--- src/rtl/burst_agen_pkg.sv ---
package burst_agen_pkg;

    localparam int BURST_BITS = 2;

    typedef enum logic {
        ORDER_LINEAR      = 1'b0,
        ORDER_INTERLEAVED = 1'b1
    } order_e;

    typedef struct packed {
        logic [BURST_BITS-1:0] start;
        logic [BURST_BITS-1:0] beat;
    } beat_state_t;

    function automatic logic [BURST_BITS-1:0] beat_addr(
        input logic [BURST_BITS-1:0] start,
        input logic [BURST_BITS-1:0] beat,
        input order_e                order
    );
        logic [BURST_BITS-1:0] res;
        if (order == ORDER_LINEAR) begin
            res = start + beat;
        end else begin
            res = start ^ beat;
        end
        return res;
    endfunction

endpackage

--- src/rtl/bag_upper_reg.sv ---
module bag_upper_reg #(
    parameter int UPPER_W = 18
) (
    input  logic               clk,
    input  logic               rst_n,
    input  logic               load_i,
    input  logic [UPPER_W-1:0] hi_i,
    output logic [UPPER_W-1:0] hi_o
);

    logic [UPPER_W-1:0] hi_d;
    logic [UPPER_W-1:0] hi_q;

    always_comb begin
        hi_d = hi_q;
        if (load_i) begin
            hi_d = hi_i;
        end
    end

    always_ff @(posedge clk) begin
        if (!rst_n) begin
            hi_q <= '0;
        end else begin
            hi_q <= hi_d;
        end
    end

    assign hi_o = hi_q;

endmodule

--- src/rtl/bag_beat_ctr.sv ---
module bag_beat_ctr
    import burst_agen_pkg::*;
(
    input  logic                  clk,
    input  logic                  rst_n,
    input  logic                  load_i,
    input  logic                  adv_i,
    input  logic [BURST_BITS-1:0] seed_i,
    output beat_state_t           state_o
);

    beat_state_t st_d;
    beat_state_t st_q;

    always_comb begin
        st_d = st_q;
        if (load_i) begin
            st_d.start = seed_i;
            st_d.beat  = '0;
        end else if (adv_i) begin
            st_d.beat  = st_q.beat + 1'b1;
        end
    end

    always_ff @(posedge clk) begin
        if (!rst_n) begin
            st_q <= '0;
        end else begin
            st_q <= st_d;
        end
    end

    assign state_o = st_q;

endmodule

--- src/rtl/bag_order_map.sv ---
module bag_order_map
    import burst_agen_pkg::*;
(
    input  beat_state_t           state_i,
    input  logic                  order_i,
    output logic [BURST_BITS-1:0] low_o
);

    order_e order;

    always_comb begin
        order = order_e'(order_i);
        low_o = beat_addr(state_i.start, state_i.beat, order);
    end

endmodule

--- src/rtl/dual_mode_burst_agen.sv ---
module dual_mode_burst_agen
    import burst_agen_pkg::*;
#(
    parameter int ADDR_W = 20
) (
    input  logic              clk,
    input  logic              rst_n,
    input  logic              load_i,
    input  logic              adv_n_i,
    input  logic              order_sel_i,
    input  logic [ADDR_W-1:0] addr_i,
    output logic [ADDR_W-1:0] mem_addr_o
);

    localparam int UPPER_W = ADDR_W - BURST_BITS;

    logic                  adv;
    logic [UPPER_W-1:0]    hi;
    logic [BURST_BITS-1:0] low;
    beat_state_t           beat_st;

    assign adv = ~adv_n_i;

    bag_upper_reg #(
        .UPPER_W (UPPER_W)
    ) u_upper (
        .clk    (clk),
        .rst_n  (rst_n),
        .load_i (load_i),
        .hi_i   (addr_i[ADDR_W-1:BURST_BITS]),
        .hi_o   (hi)
    );

    bag_beat_ctr u_ctr (
        .clk     (clk),
        .rst_n   (rst_n),
        .load_i  (load_i),
        .adv_i   (adv),
        .seed_i  (addr_i[BURST_BITS-1:0]),
        .state_o (beat_st)
    );

    bag_order_map u_map (
        .state_i (beat_st),
        .order_i (order_sel_i),
        .low_o   (low)
    );

    assign mem_addr_o = {hi, low};

endmodule

--- config.mk ---
export PLATFORM = sky130hd
export DESIGN_NAME = dual_mode_burst_agen
export DESIGN_NICKNAME = d
export VERILOG_FILES = /design/src/rtl/burst_agen_pkg.sv /design/src/rtl/bag_upper_reg.sv /design/src/rtl/bag_beat_ctr.sv /design/src/rtl/bag_order_map.sv /design/src/rtl/dual_mode_burst_agen.sv
export SDC_FILE = /design/constraint.sdc
export NUM_CORES = 1
export LEC_CHECK = 0
export BUFFER_PORTS_ARGS = -buffer_cell sky130_fd_sc_hd__buf_2
export CORE_ASPECT_RATIO = 1.4
export CORE_MARGIN = 2
export CORE_UTILIZATION = 25
export DETAILED_ROUTE_END_ITERATION = 6
export GPL_TIMING_DRIVEN = 1
export PLACE_DENSITY = 0.51
export SYNTH_ARGS = -nofsm -noshare
export SYNTH_HDL_FRONTEND = slang
export SYNTH_SLANG_ARGS = --single-unit
--- constraint.sdc ---
create_clock -name clk -period 1.7 [get_ports clk]
set_input_delay 0.17 -clock clk [delete_from_list [all_inputs] [get_ports clk]]
set_output_delay 0.17 -clock clk [all_outputs]
set_load 0.02 [all_outputs]
# Yosys cells after proc, flatten, opt, wreduce, memory -nomap -nowiden
# Index checks and enable logic that the tools add are counted.
# totals
register_bits,22
latch_bits,0
ramBits,0
rom_bits,0
inputBits,25
out_inout_bits,20
word_cells,9
memories,0
# op_classes
addsub,2
n_mul,0
div,0
order_cmp,0
eq_ne,0
shifts,0
n_mux,1
n_bitwise,2
reduce_logical,1
# ops
cell,n
"2-bit by 1-bit adder with 2-bit output, second input constant",1
2-bit adder,1
2-bit two-way mux,1
2-bit OR reduction,1
2-bit XOR,1
1-bit inverter,1

# Longest topological paths before layout
# Gate-level depths: netlist of run 1.
# depth
depth_word,2
ltp_mapped,4
depth_no_buf,3

# By module
# From an unflattened synthesis of run 1, not the netlist that was laid out.
# unflattened
hier_cells,76
hier_area_um2,888.4
# modules_own_cells
mod,instances,cells_per_inst,area_each_um2,seq_area_each_um2
bag_upper_reg,1,57,688.2,360.3
bag_beat_ctr,1,14,160.2,80.1
bag_order_map,1,4,36.3,0.0
dual_mode_burst_agen,1,1,3.8,0.0

# Least setup slack after synthesis of run 1
# No wires, ideal clock.
# synth_timing
path_kind,register -> output
start,reg u_ctr.st_q (netlist bit u_ctr.state_o[0])
end,out mem_addr_o[1]
arrival_time_ps,980
required_time_ps,1530
setup_slack_ps,550
path_stages_with_launch,4
path_buffers,0
cell_sequence,dfxtp_1 ha_1 nor2b_1 xnor2_1
# synth_via
elab_chain_cells,2
# synth_lines
element,line_no,text
start: declaration,bag_beat_ctr.sv:13,beat_state_t st_q;
start signal: assignment,bag_beat_ctr.sv:29,st_q <= st_d;
2-bit adder,burst_agen_pkg.sv:22,res = start + beat;
2-bit two-way mux,burst_agen_pkg.sv:21,if (order == ORDER_LINEAR) begin
end: declaration,dual_mode_burst_agen.sv:12,output logic [ADDR_W-1:0] mem_addr_o
# Every way passes these cells.

# Worst setup path in the final report of run 1
# Same ends and word-level chain as after synthesis.

==> impl_metrics.py, run 1 <==
metrics = {
    "setup_path": {
        "cp_max_fo": 3,
        "required_ns": 1.53,
        "cp-end-kind": "output pin",
        "critical_path_class": "reg -> out",
        "start_kind": "flop",
        "cp.arrival_ns": 1.20,
    },
    "timing": {
        "finClkSkew_ns": 0.000255,
        "worst_slew_margin_rel_pct": 60.2,
        "setup_repair_after_global_routing_missed_its_margin": "false",
        "period_share_pct": 80.5,
        "report.final.slew_viol_count": 0,
        "report.final.hold_viol_count": 0,
        "period_minus_slack_ns": 1.37,
        "finalSetupViolations": 0,
        "max_slew.worst_pin.slew_ns": 0.597,
        "fmax_mhz": 731,
        "setup-tns-final_ns": 0,
    },
    "detailed_routing": {
        "route.detailed.wl_per_inst_um": 10.1,
        "drt_wirelength_um": 1610,
        "avgViaCountPerCell": 4.03,
        "num_vias": 645,
        "drc_errors": 0,
        "drtAntennaViolNets": 0,
        "drt_first_iter_violations": 3,
        "drt_first_pass_iters": 2,
    },
    "synthesis": {
        "seq_area_frac_synth_pct": 48.9,
        "synth_top_area_share_pct": 48.9,
        "synth.avg_cell_area_um2": 11.7,
        "synth.most_common_cell": "sky130_fd_sc_hd__nor2b_1",
        "ys.warnings.count": 0,
        "leading_post_synthesis_cells_by_cell_area": "sky130_fd_sc_hd__dfxtp_1 49%, sky130_fd_sc_hd__mux2i_1 22%, sky130_fd_sc_hd__nor2b_1 16%",
        "number_of_synthesized_register_bits": 22,
        "synth-async-reset-ratio_pct": 0,
        "synth_top_flop_cell": "sky130_fd_sc_hd__dfxtp_1",
        "synth_fp_nets": 103,
        "synth-edff-count": 0,
        "yosys.area.top_type": "sky130_fd_sc_hd__dfxtp_1",
        "syn-instance-count": 77,
        "synth_common_cells": "23 x sky130_fd_sc_hd__nor2b_1, 22 x sky130_fd_sc_hd__dfxtp_1, 20 x sky130_fd_sc_hd__mux2i_1",
        "count_of_cell_types_in_the_netlist": 11,
        "synthesis.area_um2": 901,
    },
    "floorplanning": {
        "dieArea_um2": 4110,
        "start_util_pct": 26.4,
        "ioPinCount": 45,
        "die_x_um": 54.7,
        "placementRows": 25,
        "die-height_um": 75.0,
        "core_um2": 3410,
    },
    "power": {
        "power.net_switching_uw": 262,
        "power.density_nw_per_um2": 929,
        "power.combinational.fraction_pct": 15.7,
        "power_frac_clock_pct": 33.2,
        "power.ir.vdd_worst_mv": 0.396,
        "seqPwrFrac_pct": 51.1,
        "power_switching_share_pct": 23.9,
        "power.internal_uw": 831,
        "static_leak_uw": 0.000590,
    },
    "placed_design": {
        "dpl-instance-area_um2": 1120,
        "post_dp_hpwl_um": 1230,
        "io_buffer_count": 44,
        "placer_congestion": 0.665,
    },
    "grt": {
        "grt_max_degree": 22,
        "global_route_wire_length_before_repair_um": 2770,
        "grt_antenna_before_repair": 0,
        "via_count_of_the_first_global_routing_pass": 659,
        "grt_usage_pct": 9.14,
        "total_overflow_reported_by_the_global_router": 0,
    },
    "clock_network": {
        "postCtsSetupRepairBufs": 0,
        "cts_resized": 0,
        "cts.sink_count": 22,
        "hold_buffers": 0,
        "cts.htree.levels": 1,
        "cts_tree": "yes",
        "cts-root-to-sink-buffers": 2,
        "cts.root.buffer_cell": "sky130_fd_sc_hd__clkbuf_8",
        "cts_inserted_buffers": 3,
        "clock_transition_at_the_registers_of_the_reported_paths_ns": 0.07,
        "clock_insertion_delay_worst_skew_ns": 0.25,
    },
    "layout": {
        "final_layout_size_suffix_gt1_share_pct": 41.7,
        "num_antenna_cells": 0,
        "final_area_um2": 1180,
        "num-nets-final": 147,
        "area_growth_syn_to_layout_pct": 30.6,
    },
    "run_status": {
        "status": "finished clean",
    },
    "job": {
        "cap_viol_max_count": 0,
    },
    "worst_hold_path": {
        "worstHoldPathType": "in -> reg",
    },
}
## cells by family (layout without fill, tap and decap cells)
family	Yosys count	count (layout)	share of synthesized area [%]
flops	22	22	48.9
mux	20	20	22.2
xor+xnor	3	3	2.92
buf+inv	5	48	5.56
fa+ha+maj	1	1	1.39
simple gates	26	26	19.0
## path summary, 6_finish.rpt
path / startpoint / endpoint / slack (ns) / depth (start not counted)
max: u_ctr.state_o[0] / mem_addr_o[1] / 0.33 / 4
min: addr_i[0] / u_ctr.state_o[2] / 0.17 / 3
max reg2reg: u_ctr.state_o[0] / u_ctr.state_o[1] / 0.83 / 3
min reg2reg: u_upper.hi_o[9] / u_upper.hi_o[9] / 0.51 / 2
## routing by layer
| metal | routed length [um] | share of wire [%] | global-route usage, % |
|---|---|---|---|
| met5 | 0 | 0 | 0 |
| met2 | 829 | 52 | 15.6 |
| met1 | 617 | 38 | 10.6 |
| met3 | 140 | 8.7 | 1.98 |
| met4 | 21 | 1.3 | 4.17 |
## critical path, stage by stage, from the launching register on
cell                      delay [ns]
sky130_fd_sc_hd__dfxtp_1        0.35
sky130_fd_sc_hd__ha_1           0.14
sky130_fd_sc_hd__nor2b_1        0.15
sky130_fd_sc_hd__xnor2_1        0.12
sky130_fd_sc_hd__buf_2          0.18
## stage by stage
stage,total power (uW),util (%),hold WS (ns),std cells,worst slack (ns)
2_1_floorplan,690,-,0.303,77,0.550
5_1_grt,1160,34.5,0.166,160,0.196
4_1_cts,1120,34.5,0.165,160,0.297
3_5_place_dp,746,32.9,0.440,156,0.566
3_3_place_gp,742,32.9,0.427,156,0.615
6_report,1090,34.5,0.171,160,0.331
## power groups by stage
stage                     clock, uW  sequential (uW)  combinational, uW
after floorplan                   0              602               88.0
after global placement            0              570                172
after detailed placement          0              571                175
after CTS                       388              559                176
after global routing            410              562                190
final                           363              559                171
## layout by cell type, fill, tap and decap left out, drive strengths merged
master and instances:
buf 44, clkbuf 4, dfxtp 22, ha 1, mux2i 20, nand2b 1, nor2 1, nor2b 23
nor3 1, xnor2 3
## registers in the layout, summed over array words and instances, names as in the netlist
signal         count
u_upper.hi_o      18
u_ctr.state_o      4
## area by class of cell
class / count / area (um2)
well taps: 40 / 50.0
fillers: 363 / 2230
multi-input cells: 50 / 410
repair buffers: 44 / 220
flip-flops and latches: 22 / 440
clock buffers: 4 / 55.1
Note: power is estimated with default switching activity, not from simulation.
==> inputs of run 2 (changes only) <==
Clock period 1.7 ns to 1.41 ns, I/O delays scaled along.
==> impl_metrics.py, run 2 (synthesis results as in run 1) <==
metrics = {
    "timing": {
        "fin_hold_ws_ns": 0.140,
        "worst_slew_margin_rel_pct": 78.2,
        "max_slew.worst_pin.slew_ns": 0.327,
        "period_minus_slack_ns": 1.32,
        "finalSetupViolations": 0,
        "report.final.hold_viol_count": 0,
        "period_share_pct": 93.4,
        "setup-tns-final_ns": 0,
        "fmax_mhz": 759,
        "finClkSkew_ns": 0.0000989,
        "report.final.slew_viol_count": 0,
        "setup_repair_after_global_routing_missed_its_margin": "false",
    },
    "clock_network": {
        "cts_inserted_buffers": 3,
        "cts_tree": "yes",
        "cts-root-to-sink-buffers": 2,
        "cts.root.buffer_cell": "sky130_fd_sc_hd__clkbuf_8",
        "clock_transition_at_the_registers_of_the_reported_paths_ns": 0.08,
        "cts.htree.levels": 1,
        "cts.sink_count": 22,
        "clock_insertion_delay_worst_skew_ns": 0.25,
    },
    "layout": {
        "num-nets-final": 149,
        "final_layout_size_suffix_gt1_share_pct": 45.1,
        "final_common_cell": "sky130_fd_sc_hd__buf_2",
        "area_growth_syn_to_layout_pct": 35.7,
        "num_antenna_cells": 0,
        "commonest_cells_after_routing_fill_and_taps_aside": "43 x sky130_fd_sc_hd__buf_2, 22 x sky130_fd_sc_hd__nor2b_1, 21 x sky130_fd_sc_hd__dfxtp_1, 20 x sky130_fd_sc_hd__mux2i_1, 4 x sky130_fd_sc_hd__clkbuf_8",
        "largest_register_ffs": 18,
    },
    "placed_design": {
        "placer_congestion": 0.665,
        "io_buffer_count": 44,
        "post_dp_hpwl_um": 1290,
    },
    "floorplanning": {
        "ioPinCount": 45,
        "start_util_pct": 26.4,
        "die-height_um": 75.0,
        "dieArea_um2": 4110,
        "placementRows": 25,
        "die_x_um": 54.7,
        "core_um2": 3410,
    },
    "grt": {
        "grt_usage_pct": 8.96,
        "grt_max_degree": 22,
        "total_overflow_reported_by_the_global_router": 0,
        "via_count_of_the_first_global_routing_pass": 644,
        "global_route_wire_length_before_repair_um": 2660,
        "grt_antenna_before_repair": 0,
    },
    "detailed_routing": {
        "route.detailed.wl_per_inst_um": 10.4,
        "drc_errors": 0,
        "drtAntennaViolNets": 0,
        "drt_first_pass_iters": 2,
        "drt_first_iter_violations": 11,
        "drt_wirelength_um": 1690,
        "num_vias": 672,
        "avgViaCountPerCell": 4.15,
    },
    "power": {
        "static_leak_uw": 0.000614,
        "power.ir.vdd_worst_mv": 0.478,
        "power.density_nw_per_um2": 1090,
    },
    "worst_hold_path": {
        "worstHoldPathType": "in -> reg",
    },
    "setup_path": {
        "required_ns": 1.27,
        "critical_path_class": "reg -> out",
        "cp.arrival_ns": 1.18,
        "start_kind": "flop",
        "cp_max_fo": 2,
        "cp-end-kind": "output pin",
    },
    "job": {
        "cap_viol_max_count": 0,
    },
    "run_status": {
        "status": "finished clean",
    },
}
==> run 2: power by group <==
part	internal [uW]	switching (uW)	total, uW
clock network	248	190	439
logic	107	114	221
registers	657	16.4	673
total	1010	320	1330
==> run 2: area by class of cell <==
class	count	area, um2
Fill cell	377	2190
Timing Repair Buffer	46	250
Clock buffer	4	55.1
Sequential cell	22	442
Tap cell	40	50.0
Multi-Input combinational cell	50	425
==> run 2: critical path: stages (launching register included) <==
cell and delay, ns:
sky130_fd_sc_hd__dfxtp_2 0.32, sky130_fd_sc_hd__ha_1 0.19, sky130_fd_sc_hd__nor2b_4 0.13, sky130_fd_sc_hd__xnor2_2 0.13, sky130_fd_sc_hd__buf_4 0.15
==> run 2: worst paths after layout <==
| kind | endpoint | startpoint | slack (ns) | cells after the start |
|---|---|---|---|---|
| hold / removal | u_upper.hi_o[7] | addr_i[9] | 0.14 | 3 |
| setup / recovery | mem_addr_o[1] | u_ctr.state_o[0] | 0.09 | 4 |
| setup reg to reg | u_ctr.state_o[1] | u_ctr.state_o[0] | 0.46 | 4 |
| hold reg to reg | u_upper.hi_o[10] | u_upper.hi_o[10] | 0.51 | 2 |
==> run 2: through the flow <==
step / total power (uW) / worst slack [ns] / cells / utilization, % / area, um2
final: 1330 / 0.0932 / 162 / 35.9 / 1220
after global routing: 1410 / 0.0304 / 162 / 35.9 / 1220
after CTS: 1360 / 0.0301 / 161 / 35.1 / 1200
after detailed placement: 907 / 0.330 / 157 / 33.5 / 1140
after global placement: 902 / 0.355 / 157 / 33.5 / 1140
after floorplan: 832 / 0.289 / 77 / - / 901
==> run 2: layer usage <==
layer	track usage, %	part of all wire (%)	vias to the layer above
li1	-	-	339
met1	9.15	40	305
met2	16.5	51	26
met3	1.98	7.4	2
met4	4.17	0.71	0
met5	0	0	-
==> run 2: timing repair <==
item / in CTS / in global routing
hold buffers: 0 / 0
buffers inserted: 0 / 1
endpoints found under the setup margin: 0 / 1
gates resized for setup: 0 / 5
